`src/rtl/linkpin_pkg.sv`:
```
package linkpin_pkg;

   typedef enum logic [1:0] {
      TXM_NORMAL = 2'b00,
      TXM_GPIO   = 2'b01,
      TXM_RSV_A  = 2'b10,
      TXM_RSV_B  = 2'b11
   } txm_e;

   typedef enum logic [1:0] {
      RXM_NORMAL = 2'b00,
      RXM_GPIO   = 2'b01,
      RXM_LOOP   = 2'b10,
      RXM_RSV    = 2'b11
   } rxm_e;

   // Reserved transmit codes fall back to normal: only GPIO is special.
   function automatic logic tx_gpio_sel(input logic [1:0] mode);
      return txm_e'(mode) == TXM_GPIO;
   endfunction

   function automatic logic rx_gpio_sel(input logic [1:0] mode);
      return rxm_e'(mode) == RXM_GPIO;
   endfunction

   function automatic logic rx_loop_sel(input logic [1:0] mode);
      return rxm_e'(mode) == RXM_LOOP;
   endfunction

endpackage

```
`src/rtl/linkpin_sync.sv`:
```
module linkpin_sync #(
   parameter int WIDTH  = 11,
   parameter int STAGES = 2
) (
   input  logic             clk,
   input  logic             rst,
   input  logic [WIDTH-1:0] d,
   output logic [WIDTH-1:0] q
);

   logic [WIDTH-1:0] chain [STAGES];

   generate
      for (genvar s = 0; s < STAGES; s++) begin : g_stage
         if (s == 0) begin : g_first
            always_ff @(posedge clk) begin
               if (rst) chain[s] <= '0;
               else     chain[s] <= d;
            end
         end else begin : g_next
            always_ff @(posedge clk) begin
               if (rst) chain[s] <= '0;
               else     chain[s] <= chain[s-1];
            end
         end
      end
   endgenerate

   assign q = chain[STAGES-1];

endmodule

```
`src/rtl/linkpin_tx_sel.sv`:
```
module linkpin_tx_sel
   import linkpin_pkg::*;
#(
   parameter int DATA_W = 8
) (
   input  logic              en,
   input  logic [1:0]        mode,
   input  logic [DATA_W-1:0] core_data,
   input  logic              core_frame,
   input  logic [DATA_W:0]   sw_lane,
   input  logic              sync_rd_wait,
   input  logic              sync_wr_wait,
   output logic [DATA_W:0]   nxt_lane,
   output logic              nxt_rd_wait,
   output logic              nxt_wr_wait
);

   localparam int LANE_W = DATA_W + 1;

   logic [LANE_W-1:0] core_lane;
   logic              use_sw;

   assign core_lane = {core_frame, core_data};
   assign use_sw    = tx_gpio_sel(mode);

   always_comb begin
      nxt_lane    = '0;
      nxt_rd_wait = 1'b0;
      nxt_wr_wait = 1'b0;
      if (en) begin
         nxt_lane    = use_sw ? sw_lane : core_lane;
         nxt_rd_wait = sync_rd_wait;
         nxt_wr_wait = sync_wr_wait;
      end
   end

endmodule

```
`src/rtl/linkpin_rx_sel.sv`:
```
module linkpin_rx_sel
   import linkpin_pkg::*;
#(
   parameter int DATA_W = 8
) (
   input  logic            en,
   input  logic [1:0]      mode,
   input  logic [DATA_W:0] pin_lane,
   input  logic [DATA_W:0] loop_lane,
   input  logic            core_rd_wait,
   input  logic            core_wr_wait,
   input  logic [1:0]      sw_waits,
   output logic [DATA_W:0] nxt_lane,
   output logic [1:0]      nxt_waits
);

   logic use_loop;
   logic use_sw;

   assign use_loop = rx_loop_sel(mode);
   assign use_sw   = rx_gpio_sel(mode);

   always_comb begin
      nxt_lane  = '0;
      nxt_waits = 2'b00;
      if (en) begin
         nxt_lane  = use_loop ? loop_lane : pin_lane;
         nxt_waits = use_sw ? sw_waits : {core_wr_wait, core_rd_wait};
      end
   end

endmodule

```
`src/rtl/linkpin_mux.sv`:
```
module linkpin_mux
   import linkpin_pkg::*;
#(
   parameter int DATA_W      = 8,
   parameter int SYNC_STAGES = 2,
   localparam int BUS_W      = DATA_W + 3,
   localparam int FRAME_BIT  = DATA_W,
   localparam int RDW_BIT    = DATA_W + 1,
   localparam int WRW_BIT    = DATA_W + 2
) (
   input  logic              clk,
   input  logic              rst,
   input  logic              cfg_tx_en,
   input  logic [1:0]        cfg_tx_mode,
   input  logic              cfg_rx_en,
   input  logic [1:0]        cfg_rx_mode,
   input  logic [BUS_W-1:0]  sw_dout,
   input  logic [DATA_W-1:0] tx_core_data,
   input  logic              tx_core_frame,
   input  logic              rx_core_rd_wait,
   input  logic              rx_core_wr_wait,
   input  logic [BUS_W-1:0]  pin_in,
   output logic [BUS_W-1:0]  pin_out,
   output logic [DATA_W-1:0] to_rx_data,
   output logic              to_rx_frame,
   output logic              to_tx_rd_wait,
   output logic              to_tx_wr_wait,
   output logic [BUS_W-1:0]  din_snap
);

   generate
      if (DATA_W < 1) begin : g_bad_width
         $error("linkpin_mux: DATA_W must be at least 1");
      end
      if (SYNC_STAGES < 2) begin : g_bad_sync
         $error("linkpin_mux: SYNC_STAGES must be at least 2");
      end
   endgenerate

   logic [BUS_W-1:0] pin_sync;
   logic [DATA_W:0]  tx_lane_d;
   logic             tx_rdw_d;
   logic             tx_wrw_d;
   logic [DATA_W:0]  rx_lane_d;
   logic [1:0]       rx_waits_d;

   linkpin_sync #(
      .WIDTH  (BUS_W),
      .STAGES (SYNC_STAGES)
   ) u_sync (
      .clk (clk),
      .rst (rst),
      .d   (pin_in),
      .q   (pin_sync)
   );

   linkpin_tx_sel #(
      .DATA_W (DATA_W)
   ) u_tx_sel (
      .en           (cfg_tx_en),
      .mode         (cfg_tx_mode),
      .core_data    (tx_core_data),
      .core_frame   (tx_core_frame),
      .sw_lane      (sw_dout[FRAME_BIT:0]),
      .sync_rd_wait (pin_sync[RDW_BIT]),
      .sync_wr_wait (pin_sync[WRW_BIT]),
      .nxt_lane     (tx_lane_d),
      .nxt_rd_wait  (tx_rdw_d),
      .nxt_wr_wait  (tx_wrw_d)
   );

   linkpin_rx_sel #(
      .DATA_W (DATA_W)
   ) u_rx_sel (
      .en           (cfg_rx_en),
      .mode         (cfg_rx_mode),
      .pin_lane     (pin_sync[FRAME_BIT:0]),
      .loop_lane    ({tx_core_frame, tx_core_data}),
      .core_rd_wait (rx_core_rd_wait),
      .core_wr_wait (rx_core_wr_wait),
      .sw_waits     (sw_dout[WRW_BIT:RDW_BIT]),
      .nxt_lane     (rx_lane_d),
      .nxt_waits    (rx_waits_d)
   );

   always_ff @(posedge clk) begin
      if (rst) begin
         pin_out       <= '0;
         to_rx_data    <= '0;
         to_rx_frame   <= 1'b0;
         to_tx_rd_wait <= 1'b0;
         to_tx_wr_wait <= 1'b0;
         din_snap      <= '0;
      end else begin
         pin_out       <= {rx_waits_d, tx_lane_d};
         to_rx_data    <= rx_lane_d[DATA_W-1:0];
         to_rx_frame   <= rx_lane_d[DATA_W];
         to_tx_rd_wait <= tx_rdw_d;
         to_tx_wr_wait <= tx_wrw_d;
         din_snap      <= pin_sync;
      end
   end

endmodule

```
`config.mk`:
```
export PLATFORM = sky130hd
export DESIGN_NAME = linkpin_mux
export DESIGN_NICKNAME = d
export VERILOG_FILES = /design/src/rtl/linkpin_pkg.sv /design/src/rtl/linkpin_sync.sv /design/src/rtl/linkpin_tx_sel.sv /design/src/rtl/linkpin_rx_sel.sv /design/src/rtl/linkpin_mux.sv
export SDC_FILE = /design/constraint.sdc
export NUM_CORES = 1
export LEC_CHECK = 0
export BUFFER_PORTS_ARGS = -buffer_cell sky130_fd_sc_hd__clkbuf_2
export CAP_MARGIN = 15
export CORE_MARGIN = 8
export CORE_UTILIZATION = 49
export DETAILED_ROUTE_END_ITERATION = 12
export MAX_ROUTING_LAYER = met4
export PLACE_DENSITY = 0.93
export SYNTH_ARGS = -nofsm -noshare
export SYNTH_HDL_FRONTEND = slang
export SYNTH_SLANG_ARGS = --single-unit
```
`constraint.sdc`:
```
create_clock -name clk -period 1.7 [get_ports clk]
set_clock_uncertainty 0.2 [all_clocks]
set_input_delay 0 -clock clk [delete_from_list [all_inputs] [get_ports clk]]
set_output_delay 0 -clock clk [all_outputs]
set_load 0.01 [all_outputs]
```
==> results of run 1 <==
## cells in the mapped netlist
master     n  area [sq um]
buf_2      8          40.0
nor2_1     6          22.5
a21oi_1   18          90.1
nand2_1   36           135
and2b_1    1          7.51
mux2i_1    2          20.0
nand2b_1   4          25.0
buf_4      1          7.51
inv_1      2          7.51
dfxtp_1   55          1100
nor2b_1   33           206
## through the flow
stage / setup slack (ns) / utilization / hold WS, ns
after global placement: 0.617 / 0.618 / 0.00860
after CTS: 0.0462 / 0.846 / 0.195
after floorplan: 0.951 / - / -0.128
after global routing: 0.00276 / 0.844 / 0.0966
after detailed placement: 0.577 / 0.618 / 0.0125
final: 0.0116 / 0.844 / 0.0134
## power breakdown
group	total, mW	internal (mW)	switching [mW]
Combinational	0.310	0.184	0.126
Sequential	1.36	1.34	0.0167
Clock	0.522	0.147	0.375
## flip-flops by register name (all words and copies together), names as in the netlist
name,cells
din_snap,11
pin_out,11
to_rx_data,8
to_rx_frame,1
to_tx_rd_wait,1
to_tx_wr_wait,1
u_sync.chain,22
## per-layer routing
metal  GRT usage  vias to the layer above
met5           -                        -
met4       0.117                        0
met3      0.0593                       17
met2       0.378                       66
met1       0.194                      747
li1            -                      795
## cell families (layout without fill, tap and decap cells)
group,Yosys count,count (layout),synth area share
AOI/OAI and AO/OA,18,18,0.0542
buffers and inverters,11,152,0.0331
DFF,55,55,0.662
muxes,2,2,0.0120
and+or+nand+nor,80,80,0.239
## worst register-to-register path: cells and delay by family, from the launching register on
family                 cells  cell delay, ns
buffers and inverters      2            0.63
DFF                        1            0.32
and+or+nand+nor            1            0.05
## final cells by class
type | count | area (sq um) | area share
Sequential cell | 55 | 1100 | 0.394
Multi-Input combinational cell | 100 | 509 | 0.182
Timing Repair Buffer | 144 | 1070 | 0.384
Clock buffer | 5 | 37.5 | 0.0134
Inverter | 2 | 7.51 | 0.00269
Clock inverter | 1 | 7.51 | 0.00269
Tap cell | 46 | 57.6 | 0.0206
## how the worst max path moves through the flow
stage	start	end	slack, ns	cells after the start
final	cfg_tx_mode[0]	pin_out[4]$_SDFF_PP0_	0.01	6
after global routing	cfg_tx_mode[0]	pin_out[4]$_SDFF_PP0_	0.003	6
after CTS	rst	pin_out[7]$_SDFF_PP0_	0.05	5
after detailed placement	cfg_rx_mode[1]	to_rx_data[5]$_SDFF_PP0_	0.58	4
after global placement	cfg_rx_mode[1]	to_rx_data[3]$_SDFF_PP0_	0.62	4
after floorplan	cfg_rx_mode[1]	pin_out[10]$_SDFF_PP0_	0.95	3
## placed cells by master, fill, tap and decap left out, drive strengths merged
cell type	n
nor2b	33
a21oi	18
dfxtp	55
dlygate4sd3	70
nor2	6
clkbuf	78
nand2b	4
buf	1
nand2	36
mux2i	2
and2b	1
clkinvlp	1
inv	2
## timing repair
item,in CTS,in global routing
hold endpoints to repair,55,0
hold buffers,71,0
setup buffers,0,0
endpoints found under the setup margin,0,9
gates resized for setup,0,1
==> results by group, run 1 <==
GRT
  • Antenna violations before repair: 0
  • Maximum number of pins on one net before global-route repair: 34
  • Overall global routing resource usage: 0.209
  • Final global-route overflow total: 0
  • First-pass GRT wire length: 8360 um
  • Via count of the first global-routing pass: 1832

Run
  • # Max-Cap Violations: 0

Drt
  • Initial detailed-routing violation count: 99
  • First-pass detailed-route iteration total: 4
  • Routed wire length: 5280 um
  • Detailed-route via count: 1625
  • WL/cell: 14.9 um
  • Uppermost signal routing layer after detailed routing: met4
  • Final ANT Viol Nets: 0
  • Metal2 WL: 2680 um
  • WL met1: 2030 um
  • Via density per instance: 4.60
  • # DRC: 0
  • Sum of met3 wire segment lengths after detailed routing: 368 um

STA
  • Final Hold Fails: 0
  • Worst-margin pin slew: 0.687 ns
  • Setup TNS: 0 ns
  • Worst relative slew slack: 0.541
  • Slew Viols, Final: 0
  • Top achievable clock speed: 592 MHz
  • Final setup violation count: 0
  • Minimum clock period: 1.69 ns
  • Final critical-path share of the clock period: 0.993
  • Unrepaired setup endpoints after global routing: no

Yosys
  • Proportion of synthesized chip area in sequential cells: 0.662
  • Gate count after technology mapping: 166
  • Syn Area/Cell: 10.0 sq um
  • Register bit total from synthesis: 55
  • Cell area after synthesis: 1660 sq um
  • Net Count, Synth: 207
  • Count of synthesis-stage warnings from yosys: 0
  • Yosys cell types: 11

Clock tree
  • CTS HTree Levels: 2
  • Reg clk slew, reported paths: 0.15 ns
  • CTS tree: done
  • Clock Tree Buf Depth: 2
  • Root cell of the clock tree: clkbuf_4
  • Clock insertion delay at the later pin of the skew report: 0.36 ns
  • Clock Sink Count: 55
  • Number of buffers added by the clock tree synthesis step: 5

Die
  • Core Footprint: 3310 sq um
  • Initial core utilization: 0.502
  • Die Footprint: 5510 sq um
  • DIE WIDTH: 74.3 um
  • Num ports: 74
  • Die span in y: 74.3 um
  • Number of cell rows: 21

Cells and area
  • Ratio of cells with drive above 1 in the final layout: 0.264
  • Final nets: 349
  • Area growth from synthesis to layout: 68.0%
  • Post-Layout Inst Area: 2790 sq um
  • Count of fill cells added during filler insertion: 189
  • Count of inserted antenna diode cells: 0
  • Fin cells: 353

Place
  • Placed wire-length estimate: 2740 um
  • Placer congestion estimate: 0.775
  • Post-Place Cells: 277
  • Post-placement cell area: 2050 sq um
  • IO buf count: 73

Setup path
  • Number of buffers and inverters on the critical path: 3
  • Most numerous cell on the critical path: dlygate4sd3_1
  • Worst reg2reg path startpoint: u_sync.chain[1][9]$_SDFF_PP0_
  • Largest driver fanout on the critical path: 9
  • Capture point of the worst reg-to-reg path: to_tx_rd_wait$_SDFF_PP0_
  • Crit start category: input pin
  • Class of the most critical setup path: input pin to flip-flop
  • Family with the most delay on the worst path: buffers and inverters
  • Arrival @ worst endpoint: 1.78 ns
  • Worst path cell trace: clkbuf_2 -> dlygate4sd3_1 -> nand2b_1 -> dlygate4sd3_1 -> nand2_1 -> a21oi_1
  • R2r setup slk: 0.42 ns
  • Logic depth of the worst register-to-register path: 3
  • Data required time at the worst endpoint: 1.79 ns
  • Cell with the largest stage delay on the worst path: dlygate4sd3_1
  • Worst Setup End Kind: flip-flop
  • Biggest cell delay along the critical path: 0.74 ns

Min path
  • End of the worst hold path: to_rx_data[3]$_SDFF_PP0_
  • Hold_sp: cfg_rx_mode[0]
  • Cells on Worst Hold Path: 4
  • Worst min-delay path class: input pin to flip-flop

Status
  • Result of the run: complete, no violations

Power and ir drop
  • Lkg Pwr: 1.26 nW
  • Overall Power: 2.19 mW
  • Max rail drop VDD: 0.526 mV
  • Power Dens Cells: 783 nW/um^2
Note: power is estimated with default switching activity, not from simulation.
==> run 2: changes to the inputs <==
CORE_UTILIZATION = 35   (was 49)
PLACE_DENSITY = 0.72   (was 0.93)
==> results by group, run 2 (synthesis results as in run 1) <==
Drt
  • WL/cell: 12.7 um (-15%)
  • # DRC: 0 (unchanged)
  • Final ANT Viol Nets: 0 (unchanged)
  • Initial detailed-routing violation count: 67 (-32%)
  • Detailed-route via count: 1454 (-11%)
  • First-pass detailed-route iteration total: 4 (unchanged)
  • Via density per instance: 4.18 (-9.2%)
  • Routed wire length: 4430 um (-16%)

Run
  • # Max-Cap Violations: 0 (unchanged)

Power and ir drop
  • Max rail drop VDD: 0.366 mV (-30%)
  • Net switching power figure: 0.523 mW (+0.88%)
  • Part of the power in registers: 0.540 (-0.080)
  • Switching power as a share of total power: 0.209 (-0.0277)
  • Clock group share of total power: 0.350 (+0.111)
  • Part of the total power dissipated in combinational logic: 0.110 (-0.032)
  • Internal cell power: 1.98 mW (+18%)
  • Power Dens Cells: 918 nW/um^2 (+17%)
  • Lkg Pwr: 1.22 nW (-3.1%)

STA
  • Unrepaired setup endpoints after global routing: no
  • Setup TNS: 0 ns (unchanged)
  • Worst-margin pin slew: 0.618 ns (-0.0696 ns)
  • Minimum setup slack in the final design: 0.292 ns (+0.280 ns)
  • Top achievable clock speed: 710 MHz (+20%)
  • Final Hold Fails: 0 (unchanged)
  • Final setup violation count: 0 (unchanged)
  • Final critical-path share of the clock period: 0.829 (-0.165)
  • Worst relative slew slack: 0.587 (+0.0465)
  • Minimum clock period: 1.41 ns (-0.280 ns)
  • Final-layout worst hold slack: 0.0223 ns (+0.00889 ns)
  • Slew Viols, Final: 0 (unchanged)

Cells and area
  • Commonest non-fill, non-tap cell in the layout: clkbuf_2
  • Number of flip-flops under the largest register name: 22 (unchanged)
  • Count of inserted antenna diode cells: 0 (unchanged)
  • Final core utilization: 0.584 (-0.260)
  • Biggest regs: u_sync.chain x22, din_snap x11, pin_out x11
  • Final nets: 334 (-4.3%)
  • Area growth from synthesis to layout: 63.7%
  • Ratio of cells with drive above 1 in the final layout: 0.282 (+0.0185)
  • Fin cells: 348 (-1.4%)
  • Largest register by flop count: u_sync.chain
  • Most frequent cells in the layout: 73 x clkbuf_2, 55 x dfxtp_1, 54 x dlygate4sd3_1

GRT
  • Antenna violations before repair: 0 (unchanged)
  • Maximum number of pins on one net before global-route repair: 34 (unchanged)
  • Final global-route overflow total: 0 (unchanged)
  • Via count of the first global-routing pass: 1524 (-17%)
  • Overall global routing resource usage: 0.134 (-0.0751)
  • First-pass GRT wire length: 7300 um (-13%)

Status
  • Result of the run: complete, no violations

Die
  • Initial core utilization: 0.357 (-0.145)
  • Num ports: 74 (unchanged)
  • Core Footprint: 4660 sq um (+41%)
  • DIE WIDTH: 84.9 um (+14%)
  • Die Footprint: 7210 sq um (+31%)
  • Number of cell rows: 25 (+19%)
  • Die span in y: 84.9 um (+14%)

Clock tree
  • CTS HTree Levels: 2 (unchanged)
  • Number of buffers added by the clock tree synthesis step: 5 (unchanged)
  • CTS tree: done
  • Root cell of the clock tree: clkbuf_8
  • Clock Sink Count: 55 (unchanged)
  • Clock Tree Buf Depth: 2 (unchanged)
  • Reg clk slew, reported paths: 0.09 ns (-0.06 ns)
  • Clock insertion delay at the later pin of the skew report: 0.30 ns (-0.06 ns)

Place
  • Setup slack at placement: 0.573 ns (-0.00422 ns)
  • Placed wire-length estimate: 2780 um (+1.4%)
  • Post-Place Cells: 286 (+3.2%)
  • Placer congestion estimate: 0.727 (-6.2%)
  • IO buf count: 73 (unchanged)

Setup path
  • Largest driver fanout on the critical path: 9 (unchanged)
  • Data required time at the worst endpoint: 1.73 ns (-0.06 ns)
  • Worst path cell trace: clkbuf_2 -> nor2b_1 -> nand2_1 -> dlygate4sd3_1 -> a21oi_1
  • Arrival @ worst endpoint: 1.44 ns (-0.34 ns)
  • Worst Setup End Kind: flip-flop
  • Class of the most critical setup path: input pin to flip-flop
  • Cell with the largest stage delay on the worst path: dlygate4sd3_1
  • Crit start category: input pin
  • Family with the most delay on the worst path: buffers and inverters
  • Biggest cell delay along the critical path: 0.59 ns (-0.15 ns)
  • Number of buffers and inverters on the critical path: 2 (-1)

Min path
  • Worst min-delay path class: input pin to flip-flop
-- run 2: power by group through the flow --
| stage | Sequential (mW) | Clock, mW | Combinational, mW |
|---|---|---|---|
| 6_report | 1.35 | 0.874 | 0.275 |
| 5_1_grt | 1.36 | 0.957 | 0.302 |
| 4_1_cts | 1.35 | 0.899 | 0.272 |
| 3_5_place_dp | 1.38 | 0 | 0.182 |
| 3_3_place_gp | 1.38 | 0 | 0.179 |
| 2_1_floorplan | 1.39 | 0 | 0.0814 |
-- run 2: final timing paths --
path / start / depth (start not counted) / endpoint / slack (ns)
min reg2reg: u_sync.chain[1][9]$_SDFF_PP0_ / 2 / din_snap[9]$_SDFF_PP0_ / 0.24
max: cfg_tx_mode[0] / 5 / pin_out[8]$_SDFF_PP0_ / 0.29
min: cfg_rx_mode[1] / 4 / to_rx_data[3]$_SDFF_PP0_ / 0.02
max reg2reg: u_sync.chain[1][2]$_SDFF_PP0_ / 2 / to_rx_data[2]$_SDFF_PP0_ / 0.89
-- run 2: timing repair --
action | 4_1_cts | 5_1_grt
resized for setup | 0 | 0
hold endpoints to repair | 32 | 0
setup buffers | 0 | 0
hold buffers | 54 | 0
-- run 2: worst register-to-register path: cells and delay by family (launching register included) --
| family | cells | cell delay [ns] |
|---|---|---|
| flops | 1 | 0.34 |
| simple gates | 1 | 0.07 |
| compound gates | 1 | 0.14 |
-- run 2: stage by stage --
stage	total power, mW	instance area (sq um)
floorplan	1.47	1660
global placement	1.56	2060
detailed placement	1.56	2060
CTS	2.52	2720
global route	2.62	2720
finish	2.50	2720
-- run 2: final cells by class --
type / instances / area (sq um)
repair buffers: 129 / 921
inverters: 2 / 7.51
fillers: 409 / 1940
multi-input cells: 100 / 507
clock inverters: 2 / 35.0
flip-flops and latches: 55 / 1100
well taps: 54 / 67.6
clock buffers: 6 / 82.6
-- run 2: routing by layer --
metal / share of wire / track usage
met5: 0 / -
met4: 0.014 / 0.0583
met3: 0.056 / 0.0405
met2: 0.52 / 0.241
met1: 0.41 / 0.131
==> run 3: changes to the inputs <==
PLACE_DENSITY = 0.75   (was 0.72)
clock period = 1.14 ns   (was 1.7 ns; I/O delays follow)
==> results by group, run 3 (synthesis results as in run 1) <==
Run
  • # Max-Cap Violations: 0 (unchanged)

Die
  • Num ports: 74 (unchanged)
  • DIE WIDTH: 84.9 um (unchanged)
  • Die Footprint: 7210 sq um (unchanged)
  • Core Footprint: 4660 sq um (unchanged)
  • Number of cell rows: 25 (unchanged)
  • Die span in y: 84.9 um (unchanged)
  • Initial core utilization: 0.357 (unchanged)

Place
  • Placer congestion estimate: 0.713 (-2.0%)
  • IO buf count: 73 (unchanged)
  • Setup slack at placement: 0.137 ns (-0.435 ns)
  • Post-Place Cells: 288 (+0.70%)
  • Placed wire-length estimate: 2910 um (+5.0%)

GRT
  • Overall global routing resource usage: 0.124 (-0.0105)
  • Antenna violations before repair: 0 (unchanged)
  • First-pass GRT wire length: 6860 um (-6.1%)
  • Maximum number of pins on one net before global-route repair: 27 (-21%)
  • Final global-route overflow total: 0 (unchanged)
  • Via count of the first global-routing pass: 1431 (-6.1%)

STA
  • Worst-margin pin slew: 0.446 ns (-0.171 ns)
  • Slew Viols, Final: 0 (unchanged)
  • Unrepaired setup endpoints after global routing: yes
  • Final Hold Fails: 0 (unchanged)
  • Worst relative slew slack: 0.703 (+0.115)
  • Minimum clock period: 1.10 ns
  • Minimum setup slack in the final design: 0.0350 ns (-0.257 ns)
  • Final setup violation count: 0 (unchanged)
  • Top achievable clock speed: 905 MHz
  • Setup TNS: 0 ns (unchanged)
  • Final critical-path share of the clock period: 0.969

Drt
  • WL met1: 1760 um (-2.9%)
  • Metal2 WL: 2130 um (-7.6%)
  • First-pass detailed-route iteration total: 4 (unchanged)
  • Uppermost signal routing layer after detailed routing: met4
  • WL/cell: 12.5 um (-1.6%)
  • Initial detailed-routing violation count: 70 (+4.5%)
  • Detailed-route via count: 1397 (-3.9%)
  • Final ANT Viol Nets: 0 (unchanged)
  • Routed wire length: 4200 um (-5.0%)
  • Via density per instance: 4.16 (-0.49%)
  • Sum of met3 wire segment lengths after detailed routing: 220 um (-11%)
  • # DRC: 0 (unchanged)

Min path
  • Hold_sp: cfg_rx_en
  • Worst min-delay path class: input pin to flip-flop

Setup path
  • Number of buffers and inverters on the critical path: 2 (unchanged)
  • Crit start category: input pin
  • Class of the most critical setup path: input pin to flip-flop
  • Critical path launch point: cfg_tx_mode[1]
  • Worst Setup End Kind: flip-flop
  • Cell with the largest stage delay on the worst path: dlygate4sd3_1
  • Worst path cell trace: dlygate4sd3_1 -> clkbuf_2 -> nand2b_2 -> nand2_1 -> a21oi_1
  • Family with the most delay on the worst path: buffers and inverters
  • Largest driver fanout on the critical path: 9 (unchanged)
  • Arrival @ worst endpoint: 1.09 ns (-0.35 ns)
  • Worst reg2reg path startpoint: u_sync.chain[1][5]$_SDFF_PP0_
  • Data required time at the worst endpoint: 1.12 ns (-0.61 ns)
  • Biggest cell delay along the critical path: 0.54 ns (-0.05 ns)

Cells and area
  • Commonest non-fill, non-tap cell in the layout: clkbuf_2
  • Count of inserted antenna diode cells: 0 (unchanged)
  • Biggest regs: u_sync.chain x22, din_snap x11, pin_out x11
  • Number of flip-flops under the largest register name: 22 (unchanged)
  • Most frequent cells in the layout: 72 x clkbuf_2, 55 x dfxtp_1, 40 x dlygate4sd3_1
  • Ratio of cells with drive above 1 in the final layout: 0.316 (+0.0333)
  • Fin cells: 336 (-3.4%)
  • Area growth from synthesis to layout: 56.1%
  • Final nets: 322 (-3.6%)
  • Largest register by flop count: u_sync.chain

Clock tree
  • Clock Tree Buf Depth: 2 (unchanged)
  • CTS HTree Levels: 2 (unchanged)
  • Reg clk slew, reported paths: 0.10 ns (about the same)
  • Clock Sink Count: 55 (unchanged)
  • Clock insertion delay at the later pin of the skew report: 0.30 ns (about the same)
  • CTS tree: done
  • Root cell of the clock tree: clkbuf_8
  • Number of buffers added by the clock tree synthesis step: 5 (unchanged)

Power and ir drop
  • Lkg Pwr: 1.20 nW (-1.2%)
  • Overall Power: 3.47 mW (+39%)
  • Power Dens Cells: 1340 nW/um^2 (+46%)
  • Max rail drop VDD: 0.639 mV (+75%)

Status
  • Result of the run: complete, no violations
-- run 3: where the power goes --
part           internal [mW]  leakage, nW  total (mW)  switching (mW)
Sequential              1.99        0.451        2.01          0.0200
Combinational          0.229        0.706       0.394           0.166
Clock                  0.440       0.0443        1.07           0.626
-- run 3: repair_timing --
item                       4_1_cts  5_1_grt
setup endpoints to repair        0       19
buffers inserted                 0        0
hold buffers                    40        0
hold endpoints to repair        39        0
gates resized for setup          0        8
-- run 3: path summary, 6_finish.rpt --
check	cells after the start	slack [ns]	to
max reg2reg	2	0.34	to_rx_data[5]$_SDFF_PP0_
min reg2reg	1	0.24	u_sync.chain[1][3]$_SDFF_PP0_
max	5	0.04	pin_out[4]$_SDFF_PP0_
min	3	0.003	to_rx_frame$_SDFF_PP0_
-- run 3: cell type report --
cell class / count / area (sq um)
clock buffer: 5 / 68.8
clock inverter: 3 / 25.0
fill: 443 / 2070
inverter: 2 / 7.51
multi-input combinational: 100 / 526
sequential: 55 / 1100
tap: 54 / 67.6
timing repair buffer: 117 / 800
-- run 3: through the flow --
step | hold WS, ns | cell area, sq um | utilization
after global placement | 0.0142 | 2080 | 0.446
final | 0.00325 | 2590 | 0.557
after detailed placement | 0.0136 | 2080 | 0.446
after CTS | 0.00811 | 2570 | 0.552
after floorplan | -0.128 | 1660 | -
after global routing | 0.0158 | 2590 | 0.557
-- run 3: metal layers --
| layer | up-vias | GRT usage |
|---|---|---|
| met5 | - | - |
| met4 | 0 | 0.0615 |
| met3 | 6 | 0.0444 |
| li1 | 741 | - |
| met2 | 52 | 0.207 |
| met1 | 598 | 0.126 |
-- run 3: worst min-delay path, stage by stage --
cell and delay, ns:
clkbuf_2 0.08, nand2b_1 0.32, a21oi_1 0.07
